File: src/rtl/seg_pkg.sv
package seg_pkg;
    localparam int NUM_SEG = 6;
    localparam int SEL_W   = 16;
    localparam int IDX_W   = SEL_W - 3;
    localparam int DESC_W  = 64;

    typedef enum logic [2:0] {
        SEG_CS = 3'd0, SEG_SS = 3'd1, SEG_DS = 3'd2,
        SEG_ES = 3'd3, SEG_FS = 3'd4, SEG_GS = 3'd5
    } seg_id_e;

    typedef enum logic [1:0] {
        CAUSE_NONE       = 2'd0,
        CAUSE_LOCAL_TBL  = 2'd1,
        CAUSE_LIMIT      = 2'd2,
        CAUSE_NULL_CS_SS = 2'd3
    } fault_cause_e;

    typedef enum logic [1:0] {
        ST_IDLE  = 2'd0,
        ST_CHECK = 2'd1,
        ST_FETCH = 2'd2
    } ld_state_e;

    typedef struct packed {
        logic [SEL_W-1:0] sel;
        logic [31:0]      base;
        logic [19:0]      limit;
        logic             gran;
        logic             dsize;
        logic [1:0]       dpl;
        logic             usable;
    } seg_cache_t;

    function automatic seg_cache_t null_entry(input logic [SEL_W-1:0] sel);
        seg_cache_t e;
        e        = '0;
        e.sel    = sel;
        e.usable = 1'b0;
        return e;
    endfunction
endpackage

File: src/rtl/seg_sel_check.sv
module seg_sel_check
    import seg_pkg::*;
#(
    parameter int ADDR_W = 64,
    parameter int LIM_W  = 16
) (
    input  logic [SEL_W-1:0]  sel,
    input  logic [2:0]        reg_id,
    input  logic [ADDR_W-1:0] tbl_base,
    input  logic [LIM_W-1:0]  tbl_limit,
    output fault_cause_e      cause,
    output logic              is_null,
    output logic [ADDR_W-1:0] desc_addr
);
    localparam int OFF_W = IDX_W + 3;

    logic [IDX_W-1:0] index;
    logic             ti;
    logic [OFF_W-1:0] last_byte;
    logic             code_or_stack;
    logic             over_limit;
    logic             unused_rpl;

    assign index         = sel[SEL_W-1:3];
    assign ti            = sel[2];
    assign unused_rpl    = ^sel[1:0];
    assign last_byte     = {index, 3'b111};
    assign is_null       = (index == '0) && !ti;
    assign code_or_stack = (reg_id == SEG_CS) || (reg_id == SEG_SS);
    assign over_limit    = 32'(last_byte) > 32'(tbl_limit);
    assign desc_addr     = tbl_base + ADDR_W'({index, 3'b000});

    always_comb begin
        if (ti)
            cause = CAUSE_LOCAL_TBL;
        else if (is_null && code_or_stack)
            cause = CAUSE_NULL_CS_SS;
        else if (!is_null && over_limit)
            cause = CAUSE_LIMIT;
        else
            cause = CAUSE_NONE;
    end
endmodule

File: src/rtl/seg_desc_decode.sv
module seg_desc_decode
    import seg_pkg::*;
(
    input  logic [DESC_W-1:0] desc,
    input  logic [SEL_W-1:0]  sel,
    output seg_cache_t        entry
);
    logic unused_bits;
    assign unused_bits = ^{desc[53:52], desc[47], desc[44:40]};

    always_comb begin
        entry.sel    = sel;
        entry.base   = {desc[63:56], desc[39:16]};
        entry.limit  = {desc[51:48], desc[15:0]};
        entry.gran   = desc[55];
        entry.dsize  = desc[54];
        entry.dpl    = desc[46:45];
        entry.usable = 1'b1;
    end
endmodule

File: src/rtl/seg_reg_file.sv
module seg_reg_file
    import seg_pkg::*;
#(
    parameter int N = NUM_SEG
) (
    input  logic       clk,
    input  logic       rst_n,
    input  logic       wr_en,
    input  logic [2:0] wr_idx,
    input  seg_cache_t wr_data,
    input  logic [2:0] rd_idx,
    output seg_cache_t rd_data
);
    seg_cache_t entry_q [N];
    seg_cache_t entry_d [N];

    for (genvar i = 0; i < N; i++) begin : g_entry
        always_comb begin
            entry_d[i] = entry_q[i];
            if (wr_en && (wr_idx == 3'(i)))
                entry_d[i] = wr_data;
        end

        always_ff @(posedge clk) begin
            if (!rst_n)
                entry_q[i] <= null_entry('0);
            else
                entry_q[i] <= entry_d[i];
        end
    end

    always_comb begin
        rd_data = '0;
        for (int k = 0; k < N; k++)
            if (rd_idx == 3'(k))
                rd_data = entry_q[k];
    end
endmodule

File: src/rtl/seg_load_unit.sv
module seg_load_unit
    import seg_pkg::*;
#(
    parameter int ADDR_W = 64,
    parameter int LIM_W  = 16
) (
    input  logic              clk,
    input  logic              rst_n,
    input  logic              ld_valid,
    input  logic [2:0]        ld_reg,
    input  logic [15:0]       ld_sel,
    input  logic [ADDR_W-1:0] tbl_base,
    input  logic [LIM_W-1:0]  tbl_limit,
    output logic              mem_req,
    output logic [ADDR_W-1:0] mem_addr,
    input  logic              mem_rvalid,
    input  logic [63:0]       mem_rdata,
    output logic              busy,
    output logic              done,
    output logic              fault,
    output logic [1:0]        fault_cause,
    input  logic [2:0]        rd_reg,
    output logic [15:0]       rd_sel,
    output logic [31:0]       rd_base,
    output logic [19:0]       rd_limit,
    output logic              rd_gran,
    output logic              rd_dsize,
    output logic [1:0]        rd_dpl,
    output logic              rd_usable
);
    typedef struct packed {
        ld_state_e         st;
        logic [SEL_W-1:0]  sel;
        logic [2:0]        rid;
        logic [ADDR_W-1:0] addr;
        logic              fault;
        fault_cause_e      cause;
        logic              done;
    } ctl_t;

    ctl_t ctl_d, ctl_q;

    fault_cause_e      chk_cause;
    logic              chk_null;
    logic [ADDR_W-1:0] chk_addr;
    seg_cache_t        dec_entry;
    seg_cache_t        wr_data;
    logic              wr_en;
    seg_cache_t        rd_entry;

    seg_sel_check #(.ADDR_W(ADDR_W), .LIM_W(LIM_W)) u_check (
        .sel       (ctl_q.sel),
        .reg_id    (ctl_q.rid),
        .tbl_base  (tbl_base),
        .tbl_limit (tbl_limit),
        .cause     (chk_cause),
        .is_null   (chk_null),
        .desc_addr (chk_addr)
    );

    seg_desc_decode u_decode (
        .desc  (mem_rdata),
        .sel   (ctl_q.sel),
        .entry (dec_entry)
    );

    seg_reg_file #(.N(NUM_SEG)) u_regs (
        .clk     (clk),
        .rst_n   (rst_n),
        .wr_en   (wr_en),
        .wr_idx  (ctl_q.rid),
        .wr_data (wr_data),
        .rd_idx  (rd_reg),
        .rd_data (rd_entry)
    );

    always_comb begin
        ctl_d       = ctl_q;
        ctl_d.fault = 1'b0;
        ctl_d.done  = 1'b0;
        ctl_d.cause = CAUSE_NONE;
        wr_en       = 1'b0;
        wr_data     = dec_entry;
        unique case (ctl_q.st)
            ST_IDLE: begin
                if (ld_valid && (ld_reg < 3'(NUM_SEG))) begin
                    ctl_d.st  = ST_CHECK;
                    ctl_d.sel = ld_sel;
                    ctl_d.rid = ld_reg;
                end
            end
            ST_CHECK: begin
                if (chk_cause != CAUSE_NONE) begin
                    ctl_d.fault = 1'b1;
                    ctl_d.cause = chk_cause;
                    ctl_d.st    = ST_IDLE;
                end else if (chk_null) begin
                    wr_en      = 1'b1;
                    wr_data    = null_entry(ctl_q.sel);
                    ctl_d.done = 1'b1;
                    ctl_d.st   = ST_IDLE;
                end else begin
                    ctl_d.addr = chk_addr;
                    ctl_d.st   = ST_FETCH;
                end
            end
            ST_FETCH: begin
                if (mem_rvalid) begin
                    wr_en      = 1'b1;
                    ctl_d.done = 1'b1;
                    ctl_d.st   = ST_IDLE;
                end
            end
            default: ctl_d.st = ST_IDLE;
        endcase
    end

    always_ff @(posedge clk) begin
        if (!rst_n)
            ctl_q <= '{st: ST_IDLE, cause: CAUSE_NONE, default: '0};
        else
            ctl_q <= ctl_d;
    end

    assign mem_req     = (ctl_q.st == ST_FETCH);
    assign mem_addr    = ctl_q.addr;
    assign busy        = (ctl_q.st != ST_IDLE);
    assign done        = ctl_q.done;
    assign fault       = ctl_q.fault;
    assign fault_cause = ctl_q.cause;

    assign rd_sel    = rd_entry.sel;
    assign rd_base   = rd_entry.base;
    assign rd_limit  = rd_entry.limit;
    assign rd_gran   = rd_entry.gran;
    assign rd_dsize  = rd_entry.dsize;
    assign rd_dpl    = rd_entry.dpl;
    assign rd_usable = rd_entry.usable;
endmodule

File: config.mk
export PLATFORM = sky130hd
export DESIGN_NAME = seg_load_unit
export DESIGN_NICKNAME = d
export VERILOG_FILES = /design/src/rtl/seg_pkg.sv /design/src/rtl/seg_sel_check.sv /design/src/rtl/seg_desc_decode.sv /design/src/rtl/seg_reg_file.sv /design/src/rtl/seg_load_unit.sv
export SDC_FILE = /design/constraint.sdc
export NUM_CORES = 1
export LEC_CHECK = 0
export ABC_AREA = 1
export BUFFER_PORTS_ARGS = -buffer_cell sky130_fd_sc_hd__buf_2
export CELL_PAD_IN_SITES_DETAIL_PLACEMENT = 2
export CELL_PAD_IN_SITES_GLOBAL_PLACEMENT = 2
export CORE_MARGIN = 8
export CORE_UTILIZATION = 33
export DETAILED_ROUTE_END_ITERATION = 12
export MAX_ROUTING_LAYER = met4
export PLACE_DENSITY_LB_ADDON = 0.1
export SYNTH_ARGS = -nofsm -noshare
export SYNTH_HDL_FRONTEND = slang
export SYNTH_HIERARCHICAL = 1
export SYNTH_SLANG_ARGS = --single-unit
File: constraint.sdc
create_clock -name clk -period 3.7 [get_ports clk]
set_input_delay 0.185 -clock clk [delete_from_list [all_inputs] [get_ports clk]]
set_output_delay 0.185 -clock clk [all_outputs]
set_load 0.005 [all_outputs]
# Word-level counts from Yosys, hierarchy flattened
# Memory sizes are Yosys's and may differ from the RTL's.
# Cells that the tools add are included.
# totals
out_inout_bits	143
regBits	89
memories	1
ramBits	438
elab_cells	93
input_bits	170
# memory_table
memory	depth	word_bits	read_ports	rd_ports_with_merged_regs	write_ports	line_no	rtl
u_regs.entry_q	6	73	6	0	6	seg_reg_file.sv:14	seg_cache_t entry_q [N];
# classes
muxes	36
n_reduce_logical	24
add_sub_neg	1
bitwise	8
magnitude_cmp	2
n_eq_ne	14
# ops
cell	n
73-bit 2-to-1 mux	18
57-bit 2-to-1 mux	3
64-bit by 16-bit adder with 64-bit output	1
21-bit 2-to-1 mux	1
16-bit greater-than comparator	1
13-bit zero test	1
3-bit by 2-bit == test with 1-bit output (second input constant)	4
3-bit == test (second input constant)	4
2-bit 2-to-1 mux	6
1-bit logical AND	10
3-bit by 1-bit == test with 1-bit output (second input constant)	2
3-bit zero test	2
1-bit bitwise OR	6
2-bit one-hot mux with 3 select lines	1
2-bit AND reduction	3
3-bit AND reduction	2
1-bit 2-to-1 mux	5
2-bit nonzero test	2
3-bit < comparator (second input constant)	1
3-bit 2-to-1 mux	1
2-bit by 1-bit == test with 1-bit output (second input constant)	1
2-bit == test (second input constant)	1
1-bit zero test	2
2-bit zero test	1
other kinds (5)	6

# Depth between registers and ports, before layout
# Gate-level depths: netlist of run 1.
# depth
depth_word	13
ltp_mapped	21
mapped_depth_nobuf	20

# Modules after synthesis
# The synthesis of run 1 kept the hierarchy.
# modules_own_cells
module	seq_area_each_um2	area_each_um2	cells_each	n_inst
seg_reg_file	8768.4	18237.5	2576	1
seg_load_unit	1781.7	4524.3	634	1
seg_sel_check	0.0	3229.3	667	1
seg_desc_decode	0.0	551.8	74	1

# Least setup slack after synthesis of run 1
# OpenSTA, ideal clock, no wires.
# synth_path
path_type	reg-to-reg
startpoint	register ctl_q[86] (netlist name)
endpoint	memory u_regs/entry_q[1][20] (netlist name)
path_stages_with_launch	18
path_buffers	2
arrival_ns	2.511
setup_time_ns	0.070
required_time_ns	3.630
path_slack_ns	1.119
cell_sequence	dfxtp_1 -> ha_1 -> nand2_1 -> nor2_1 -> nand2_1 -> nor3_1 -> nor2_1 -> nand2_1 -> a21oi_1 -> nor2_4 -> nand3_2 -> a21boi_1 -> inv_1 -> nor2_2 -> nand3_2 -> buf_2 -> clkbuf_1 -> a21oi_1
# synth_lines
item	line_no	rtl
start, declared	seg_load_unit.sv:41	ctl_t ctl_d, ctl_q;
start signal, assigned	seg_load_unit.sv:122	ctl_q <= ctl_d;
end, declared	seg_reg_file.sv:14	

==> results of run 1 <==
## registers in the layout, indices dropped and copies added, names as in the netlist
| signal | count |
|---|---|
| fault_cause | 2 |
| done | 1 |
| fault | 1 |
| mem_addr | 64 |
| u_regs/entry_q | 438 |
| ctl_q | 21 |
## logic make-up after synthesis
group                      count (synthesis)  share of synthesized area (%)
adders and majority gates                 30                           1.44
DFF                                      527                           39.7
AOI/OAI and AO/OA                        802                           15.2
and+or+nand+nor                         1806                           29.2
xor gates and xnor gates                  29                          0.957
buffers and inverters                    756                           13.5
other                                      1                         0.0141
## layout make-up
type                       count  area (µm²)
multi-input combinational   2668       12500
sequential                   527       10600
inverter                     356        1340
tap                         1060        1330
clock inverter                18         229
clock buffer                 103        1990
fill                        9625       48900
antenna                       14        35.0
timing repair buffer         463        3200
## power by group through the flow
stage               Clock, mW  Combinational [mW]  Sequential [mW]
detailed placement          0                1.76             6.03
floorplan                   0                1.18             6.00
finish                   6.56                1.85             5.91
global placement            0                1.73             6.02
CTS                      6.77                1.85             5.90
global route             6.99                2.04             5.92
## worst paths after layout
kind	startpoint	end	slack [ns]	cells past startpoint
worst max-delay path	ctl_q[86]$_SDFFE_PN0P_	u_regs/entry_q[0][31]$_SDFFE_PN0P_	0.24	19
worst min-delay path	mem_rdata[21]	u_regs/entry_q[2][30]$_SDFFE_PN0P_	0.02	5
worst max register to register	ctl_q[86]$_SDFFE_PN0P_	u_regs/entry_q[0][31]$_SDFFE_PN0P_	0.24	19
worst min register to register	u_regs/entry_q[1][53]$_SDFFE_PN0P_	u_regs/entry_q[1][53]$_SDFFE_PN0P_	0.45	2
## critical path: stages, from the launching register on
cell and delay (ns):
dfxtp_1 0.32, ha_1 0.31, nand2_1 0.10, nor2_1 0.19, nand2_1 0.11, nor3_1 0.15, nor2_1 0.06, nand2_1 0.08
a21oi_1 0.10, nor2_4 0.15, nand3_4 0.09, a21boi_1 0.24, inv_1 0.08, nor2_2 0.25, inv_1 0.16, nor2_4 0.19
clkinv_2 0.08, buf_4 0.35, nor2_1 0.22, nor2_1 0.09
## per-layer routing
layer / share of wire [%] / up-vias / GRT usage [%]
li1: - / 13000 / -
met1: 45 / 13400 / 30.7
met2: 48 / 489 / 42.3
met3: 3.7 / 169 / 3.70
met4: 2.9 / 0 / 7.72
met5: 0 / - / -
## placed cells by master (no fill, tap or decap), types with 3 or more instances in the layout
cell type and instances:
nor3_1 23, buf_12 20, nand3b_1 12, nand2_1 842, nor2_2 4, nand4_1 237
xnor2_1 3, clkbuf_8 18, nand3_1 143, diode_2 14, dfxtp_1 527, inv_1 337
xor2_1 26, buf_4 53, o21ai_1 10, nor2_4 7, inv_6 3, dlygate4sd3_1 86
clkinv_2 11, clkbuf_16 67, nand3_4 4, buf_2 302, ha_1 28, o21ai_0 397
inv_2 14, nor3_4 3, a21oi_1 389, clkbuf_1 18, nand2_2 5, nor2_1 519
## metrics by stage
step	util [%]	hold WS, ns	instance area (µm²)
4_1_cts	38.9	0.00190	31100
2_1_floorplan	-	0.323	26500
6_report	39.0	0.0241	31200
5_1_grt	39.0	0.0297	31200
3_3_place_gp	35.1	0.440	28100
3_5_place_dp	35.1	0.447	28100
## repair_timing
item,CTS,global route
hold endpoints to repair,168,0
setup endpoints to repair,0,1
gates resized for setup,0,1
hold buffers,86,0
==> flow_metrics.tcl, run 1 <==
set metrics [dict create \
    outcome "finished, final reports clean" \
    p_switching_mw 4.07 \
    p_leak_nw 13.9 \
    period_needed_ns 3.46 \
    power_mw 14.3 \
    synth_area_leaders "dfxtp_1 40%, nand2_1 12%, o21ai_0 7.5%, nor2_1 7.4%, a21oi_1 7.3%" \
    path_clk_slew_ns 0.06 \
    grt_pass1_vias 29500 \
    hpwl_um 71500 \
    place_inst 4988 \
    yosysMostFrequentCell "nand2_1" \
    dpl_worst_slack_ns 0.308 \
    drt-pass1-iter-count 7 \
    peakVddDrop_v 0.000274 \
    cp-end-kind "register" \
    min_path_type "in -> reg" \
    grt_pass1_wl_um 174000 \
    period_share_pct 93.6 \
    yosys.area.top_type_share_pct 39.7 \
    path_max_fanout 44 \
    finalSetupTns_ns 0 \
    start_util_pct 33.2 \
    ys_seq_area_share_pct 39.7 \
    num_vias 27100 \
    syn-num-nets 4151 \
    yosysTopAreaCell "dfxtp_1" \
    grt_max_degree 146 \
    io_pins 313 \
    ant_nets 0 \
    clock_latency_ns 0.60 \
    drt_wl_total_um 112000 \
    clock_path_buffers 3 \
    swShare_pct 28.4 \
    worst_pin_slew_ns 1.08 \
    cts_tree "built" \
    setup_ws_ns 0.236 \
    core_area_um2 80000 \
    io_buffers 304 \
    syn_inst 3951 \
    ys_seq_elements 527 \
    grt.overflow.total 0 \
    p_int_mw 10.3 \
    drt_first_iter_violations 1143 \
    path_class "reg -> reg" \
    via_per_inst 5.20 \
    dieArea_um2 89800 \
    p_seq_share_pct 41.3 \
    combPwrFrac_pct 12.9 \
    cts_buffers 67 \
    drv_cap 0 \
    wl_per_cell_um 21.5 \
    rsz0062_at_grt "no" \
    htree_levels 3 \
    antenna_found_initial 15 \
    fin_nets 4283 \
    clock-root-buffer "clkbuf_16" \
    clock_power_share_pct 45.8 \
    ys.flop_type "dfxtp_1" \
    grtUsageTotal_pct 25.0 \
    fin_worst_skew_ns 0.0189 \
    arrival_ns 3.95 \
    slew_violations 0 \
    cp_data_required_time_ns 4.18 \
    die_w_um 300 \
    relSlewSlack_pct 27.5 \
    syn_to_final_growth_pct 17.4 \
    drive_above_1_share_pct 12.8 \
    synth_edf_count 0 \
    fmax_ghz 0.289 \
    avgSynthCellArea_um2 6.72 \
    mappedNetlistArea_um2 26500 \
    ys_async_sr_fraction_pct 0 \
    cts_setup_buffers 0 \
    cts_sinks 527 \
    critPathLaunchType "register" \
    layout.cells.non_filler 5209 \
    gp_congestion 0.854 \
    die_height_um 300 \
    rows 104 \
    ys_warn_count 6 \
    drc_errors 0 \
    final_hold_viol_count 0 \
    ys_top_cells_by_count "842 x nand2_1, 527 x dfxtp_1, 521 x nor2_1" \
    setup_viol 0 \
    p_per_area_nw_per_um2 459 \
    ys_types 36 \
]
Power figures use the tool's default switching activity.
==> run 2: changes to the inputs <==
--- a/config.mk
+++ b/config.mk
@@ -5,12 +5,12 @@
 export SDC_FILE = /design/constraint.sdc
 export NUM_CORES = 1
 export LEC_CHECK = 0
-export ABC_AREA = 1
+export ABC_AREA = 0
 export BUFFER_PORTS_ARGS = -buffer_cell sky130_fd_sc_hd__buf_2
 export CELL_PAD_IN_SITES_DETAIL_PLACEMENT = 2
 export CELL_PAD_IN_SITES_GLOBAL_PLACEMENT = 2
 export CORE_MARGIN = 8
-export CORE_UTILIZATION = 33
+export CORE_UTILIZATION = 36
 export DETAILED_ROUTE_END_ITERATION = 12
 export MAX_ROUTING_LAYER = met4
 export PLACE_DENSITY_LB_ADDON = 0.1
==> run 2 against run 1 <==
Die area shrank 11%. Sequential power decreased by 1%. Global-route usage fell by 2.8 points. Non-clock buffer count shrank 22. Hold slack gained 0.034 ns. Final cell count fell by 23%. Sequential cell count is the same. Register-to-register slack got worse by 0.06 ns. Clock skew decreased by 0.00079 ns. Clock power shrank 6.4%. Critical path type unchanged.
==> flow_metrics.tcl, run 2 <==
set metrics [dict create \
    outcome "finished, final reports clean" \
    crit_family "compound AO/OA/AOI/OAI gates" \
    grt.overflow.total 0 \
    drt_first_iter_violations 878 \
    ant_nets 0 \
    num_vias 21900 \
    synth-compound-area-share_pct 17.7 \
    fin_worst_skew_ns 0.0181 \
    largest-register "u_regs/entry_q" \
    drv_cap 0 \
    synth-simple-area-share_pct 17.5 \
    grt.met1_usage_pct 25.1 \
    ys_seq_elements 527 \
    finalSetupTns_ns 0 \
    core_area_um2 70000 \
    drt-pass1-iter-count 5 \
    peakVddDrop_v 0.000280 \
    fin_nets 3211 \
    yosys.area.top_type_share_pct 41.5 \
    setup_viol 0 \
    fmax_ghz 0.283 \
    yosysTopAreaCell "dfxtp_1" \
    synthAdderAreaFrac_pct 1.50 \
    synth_mux_area_share_pct 10.1 \
    grt_busiest_layer "met2" \
    p_per_area_nw_per_um2 455 \
    rows 97 \
    ys.flop_type "dfxtp_1" \
    die_w_um 282 \
    critPathLaunchType "register" \
    path_class "reg -> reg" \
    setup_ws_ns 0.172 \
    ys_warn_count 6 \
    drc_errors 0 \
    cp-end-kind "register" \
    htree_levels 3 \
    cts_buffers 66 \
    p_leak_nw 11.6 \
    io_buffers 304 \
    synth_area_leaders "dfxtp_1 41%, mux2i_1 9.3%, nand3_1 9.0%, o21ai_0 7.2%, buf_4 4.6%" \
    slew_violations 0 \
    clock_latency_ns 0.59 \
    relSlewSlack_pct 39.1 \
    hpwl_um 55100 \
    cts_tree "built" \
    use_met2_pct 39.7 \
    wl_per_cell_um 22.2 \
    avgSynthCellArea_um2 8.79 \
    cp_slowest_stage_delay_ns 0.52 \
    antenna_found_initial 7 \
    min_path_type "in -> reg" \
    gp_congestion 0.859 \
    path_max_fanout 88 \
    drt_wl_total_um 88900 \
    utilization_pct 42.2 \
    start_util_pct 36.3 \
    synth_edf_count 0 \
    grtUsageTotal_pct 22.2 \
    rsz0062_at_grt "no" \
    slowest_stage "or4b_4" \
    timing.critical_path.mode_cell "o21a_1" \
    use_met3_pct 3.16 \
    ys_types 67 \
    grt_max_degree 147 \
    cp_data_required_time_ns 4.15 \
    synth_top_family_by_area "compound AO/OA/AOI/OAI gates" \
    place_inst 3807 \
    mappedNetlistArea_um2 25500 \
    syn_inst 2897 \
    crit_chain "ha_1 > nor2b_1 > o21a_1 > o21a_1 > o21a_1 > o21ai_0 > a211oi_1 > and4bb_4 > o21a_1 > or4b_4 > buf_12 > nand3_1 > o21ai_2" \
    largest_reg_flops 438 \
    syn_to_final_growth_pct 16.0 \
    die_height_um 282 \
    dieArea_um2 79500 \
    syn-num-nets 3097 \
    period_share_pct 95.4 \
    clock-root-buffer "clkbuf_16" \
    final_hold_viol_count 0 \
    ys_top_cells_by_count "527 x dfxtp_1, 457 x nand3_1, 368 x o21ai_0" \
    dpl_worst_slack_ns 0.179 \
    path_clk_slew_ns 0.06 \
    grt_pass1_vias 24500 \
    layout.cells.non_filler 3998 \
    clock_path_buffers 3 \
    yosysMostFrequentCell "dfxtp_1" \
    yosys.area_share.xor_xnor_pct 2.03 \
    worst_pin_slew_ns 0.914 \
    holdWs_ns 0.0582 \
    io_pins 313 \
    via_per_inst 5.47 \
    ys_async_sr_fraction_pct 0 \
    period_needed_ns 3.53 \
    ys_seq_area_share_pct 41.5 \
    layout_common_cells "525 x dfxtp_1, 457 x nand3_1, 368 x o21ai_0, 300 x buf_2, 269 x nand2_1" \
    mostFrequentLayoutCell "dfxtp_1" \
    arrival_ns 3.98 \
    cts_sinks 527 \
    grt_pass1_wl_um 138000 \
    drive_above_1_share_pct 18.9 \
    n_fill_cell 7657 \
    cp_num_buf_inv 1 \
]
-- run 2: worst min-delay path, stage by stage --
cell	delay [ns]
buf_2	0.19
xor2_1	0.10
nand2_1	0.06
a21boi_1	0.05
-- run 2: through the flow --
| stage | total power [mW] | area [µm²] |
|---|---|---|
| after floorplan | 6.92 | 25500 |
| after global placement | 7.32 | 26700 |
| after detailed placement | 7.37 | 26700 |
| after CTS | 13.6 | 29400 |
| after global routing | 14.0 | 29500 |
| final | 13.4 | 29500 |
-- run 2: logic make-up (layout without fill, tap and decap cells) --
kind of cell    after synthesis  count (layout)
xor+xnor                     59              59
compound gates              701             701
flops                       527             527
fa+ha+maj                    30              30
simple gates                906             906
mux                         255             255
other cells                   1               7
buf+inv                     418             573
-- run 2: layout make-up --
cell class                 count  area (µm²)  share of cell area, %
clock inverter                11        66.3                  0.225
timing repair buffer         441        3140                   10.6
multi-input combinational   1952       12500                   42.4
inverter                      23        86.3                  0.292
sequential                   527       10600                   35.7
antenna                        6        15.0                 0.0509
clock buffer                  98        1970                   6.66
tap                          940        1180                   3.98
-- run 2: layer usage --
metal | part of all wire, % | routed length [µm]
met1 | 43 | 37900
met2 | 51 | 45500
met3 | 2.6 | 2330
met4 | 3.6 | 3180
met5 | 0 | 0
-- run 2: power by group --
group	leakage [nW]	internal (mW)	switching [mW]
clock network	1.01	3.65	2.48
registers	4.25	5.76	0.0739
logic	6.34	0.571	0.902
total	11.6	9.99	3.46
-- run 2: final timing paths --
kind              slack (ns)  cells past startpoint                                  to                      from
setup / recovery        0.17                     13  u_regs/entry_q[0][32]$_SDFFE_PN0P_    ctl_q[75]$_SDFFE_PN0P_
hold / removal          0.06                      4           mem_addr[16]$_SDFFE_PN0P_              tbl_base[16]
setup reg to reg        0.17                     13  u_regs/entry_q[0][32]$_SDFFE_PN0P_    ctl_q[75]$_SDFFE_PN0P_
hold reg to reg         0.45                      2            mem_addr[1]$_SDFFE_PN0P_  mem_addr[1]$_SDFFE_PN0P_
-- run 2: repair_timing --
item	CTS	global route
gates resized for setup	0	4
buffers inserted	0	4
hold endpoints to repair	70	0
endpoints found under the setup margin	0	123
hold buffers	71	0
==> run 3: changes to the inputs <==
--- a/config.mk
+++ b/config.mk
@@ -14,6 +14,7 @@
 export DETAILED_ROUTE_END_ITERATION = 12
 export MAX_ROUTING_LAYER = met4
 export PLACE_DENSITY_LB_ADDON = 0.1
+export RECOVER_POWER = 25
 export SYNTH_ARGS = -nofsm -noshare
 export SYNTH_HDL_FRONTEND = slang
 export SYNTH_HIERARCHICAL = 1
==> run 3 against run 2 <==
First-iteration DRC count up 6.4%. Utilization down 0.29 points. Sequential power about the same. Combinational power barely moved. Fmax is 0.42% higher. Critical path depth decreased by 8. Hold slack better by 0.0025 ns. Setup slack gained 0.015 ns. Non-clock buffer count unchanged. Die area stayed put. Register-to-register slack is essentially flat. Count of clock-buffer cells in the layout did not move. Critical path type is now in -> out. Critical endpoint is now rd_base[8]. Largest cell class unchanged. Largest power group unchanged. Highest routed layer unchanged.
==> flow_metrics.tcl, run 3 (synthesis results as in run 2) <==
set metrics [dict create \
    p_switching_mw 3.46 \
    slew_violations 0 \
    multiInputGateArea_um2 12500 \
    p_per_area_nw_per_um2 458 \
    layout.area.seq_um2 10600 \
    largest-register "u_regs/entry_q" \
    p_int_mw 9.96 \
    min_path_type "in -> reg" \
    swShare_pct 25.8 \
    hpwl_um 55100 \
    final_hold_viol_count 0 \
    critPathLaunchType "primary input" \
    setup_viol 0 \
    fmax_ghz 0.285 \
    combPwrFrac_pct 10.8 \
    core_area_um2 70000 \
    syn_to_final_growth_pct 15.2 \
    clock_path_buffers 3 \
    use_met2_pct 39.7 \
    r2r_end "u_regs/entry_q[0][45]$_SDFFE_PN0P_" \
    drt_wl_total_um 89000 \
    start_util_pct 36.3 \
    grt_max_degree 147 \
    path_clk_slew_ns 0.05 \
    peakVddDrop_v 0.000279 \
    cp_data_required_time_ns 3.51 \
    reg2reg_slack_ns 0.19 \
    antenna_found_initial 7 \
    cts_buffers 66 \
    rsz0062_at_grt "no" \
    cts_sinks 527 \
    ff2ff_path_depth 13 \
    drc_errors 0 \
    drt-pass1-iter-count 5 \
    period_share_pct 95.0 \
    period_needed_ns 3.51 \
    grt.overflow.total 0 \
    dieArea_um2 79500 \
    holdWs_ns 0.0607 \
    drv_cap 0 \
    hold_start "tbl_base[16]" \
    num_vias 21800 \
    drt_first_iter_violations 934 \
    largest_reg_flops 438 \
    die_height_um 282 \
    io_buffers 304 \
    fin_worst_skew_ns 0.0193 \
    grt_busiest_layer "met2" \
    cp-end-kind "output port" \
    grt_pass1_wl_um 138000 \
    setup_ws_ns 0.187 \
    relSlewSlack_pct 10.3 \
    grtUsageTotal_pct 22.2 \
    die_w_um 282 \
    htree_levels 3 \
    fin_nets 3211 \
    n_fill_cell 7735 \
    cts_tree "built" \
    layout.cells.non_filler 3998 \
    drive_above_1_share_pct 14.5 \
    io_pins 313 \
    arrival_ns 3.33 \
    via_per_inst 5.46 \
    clock_latency_ns 0.59 \
    grt.met1_usage_pct 25.1 \
    wl_per_cell_um 22.3 \
    use_met3_pct 3.16 \
    dpl_worst_slack_ns 0.179 \
    grt_pass1_vias 24500 \
    worst_pin_slew_ns 1.35 \
    rr_startpoint "ctl_q[75]$_SDFFE_PN0P_" \
    finalSetupTns_ns 0 \
    whs_path_depth 4 \
    outcome "finished, final reports clean" \
    placed_cell_area_um2 26700 \
    ant_nets 0 \
    mostFrequentLayoutCell "dfxtp_1" \
    clock-root-buffer "clkbuf_16" \
    path_class "in -> out" \
    p_seq_share_pct 43.5 \
    clock_power_share_pct 45.7 \
    whs_endpoint "mem_addr[16]$_SDFFE_PN0P_" \
    path_max_fanout 30 \
    gp_congestion 0.859 \
    layout_common_cells "525 x dfxtp_1, 457 x nand3_1, 368 x o21ai_0, 269 x nand2_1, 237 x mux2i_1" \
    p_leak_nw 11.0 \
    fin_area_um2 29300 \
    place_inst 3807 \
    rows 97 \
]
## run 3: cell count changes in the layout (fill, tap and decap cells not counted), sizes merged
cell,previous run,this run
buf,369,232
clkbuf,99,236
## run 3: cell type report
cell class	count	share of cell area [%]
sequential	527	36.0
antenna	6	0.0512
tap	940	4.01
multi-input combinational	1952	42.7
clock inverter	11	0.226
timing repair buffer	441	10.0
clock buffer	98	6.70
inverter	23	0.294
## run 3: power by group through the flow
stage | sequential (mW) | combinational (mW) | clock (mW)
6_report | 5.84 | 1.45 | 6.14
2_1_floorplan | 5.93 | 0.986 | 0
3_5_place_dp | 5.96 | 1.41 | 0
3_3_place_gp | 5.95 | 1.37 | 0
4_1_cts | 5.84 | 1.48 | 6.32
5_1_grt | 5.85 | 1.58 | 6.55
## run 3: routing by layer
layer,wire (µm),vias to the layer above
li1,-,10400
met3,2310,172
met4,3160,0
met2,45600,298
met1,37900,11000
met5,0,-
## run 3: timing repair
action                     4_1_cts  5_1_grt
setup buffers                    0        4
resized for setup                0        4
hold endpoints to repair        70        0
hold buffers                    71        0
setup endpoints to repair        0      123
## run 3: per-stage QoR
| step | total power, mW | utilization [%] |
|---|---|---|
| global placement | 7.32 | 38.1 |
| finish | 13.4 | 41.9 |
| floorplan | 6.92 | - |
| detailed placement | 7.37 | 38.1 |
| global route | 14.0 | 41.9 |
| CTS | 13.6 | 42.0 |
## run 3: how the worst max path moves through the flow
stage	slack, ns	cells after the start	startpoint	to
after floorplan	0.42	15	ctl_q[80]$_SDFFE_PN0P_	u_regs/entry_q[0][10]$_SDFFE_PN0P_
after global placement	0.19	13	ctl_q[80]$_SDFFE_PN0P_	u_regs/entry_q[0][27]$_SDFFE_PN0P_
after detailed placement	0.18	11	ctl_q[79]$_SDFFE_PN0P_	u_regs/entry_q[1][47]$_SDFFE_PN0P_
after CTS	0.11	12	ctl_q[81]$_SDFFE_PN0P_	u_regs/entry_q[0][45]$_SDFFE_PN0P_
after global routing	0.05	5	rd_reg[2]	rd_base[8]
final	0.19	5	rd_reg[2]	rd_base[8]
## run 3: worst max-delay path: stages
cell      delay [ns]
clkbuf_1        0.51
nor2_2          1.15
buf_2           0.87
a221oi_1        0.32
buf_2           0.22
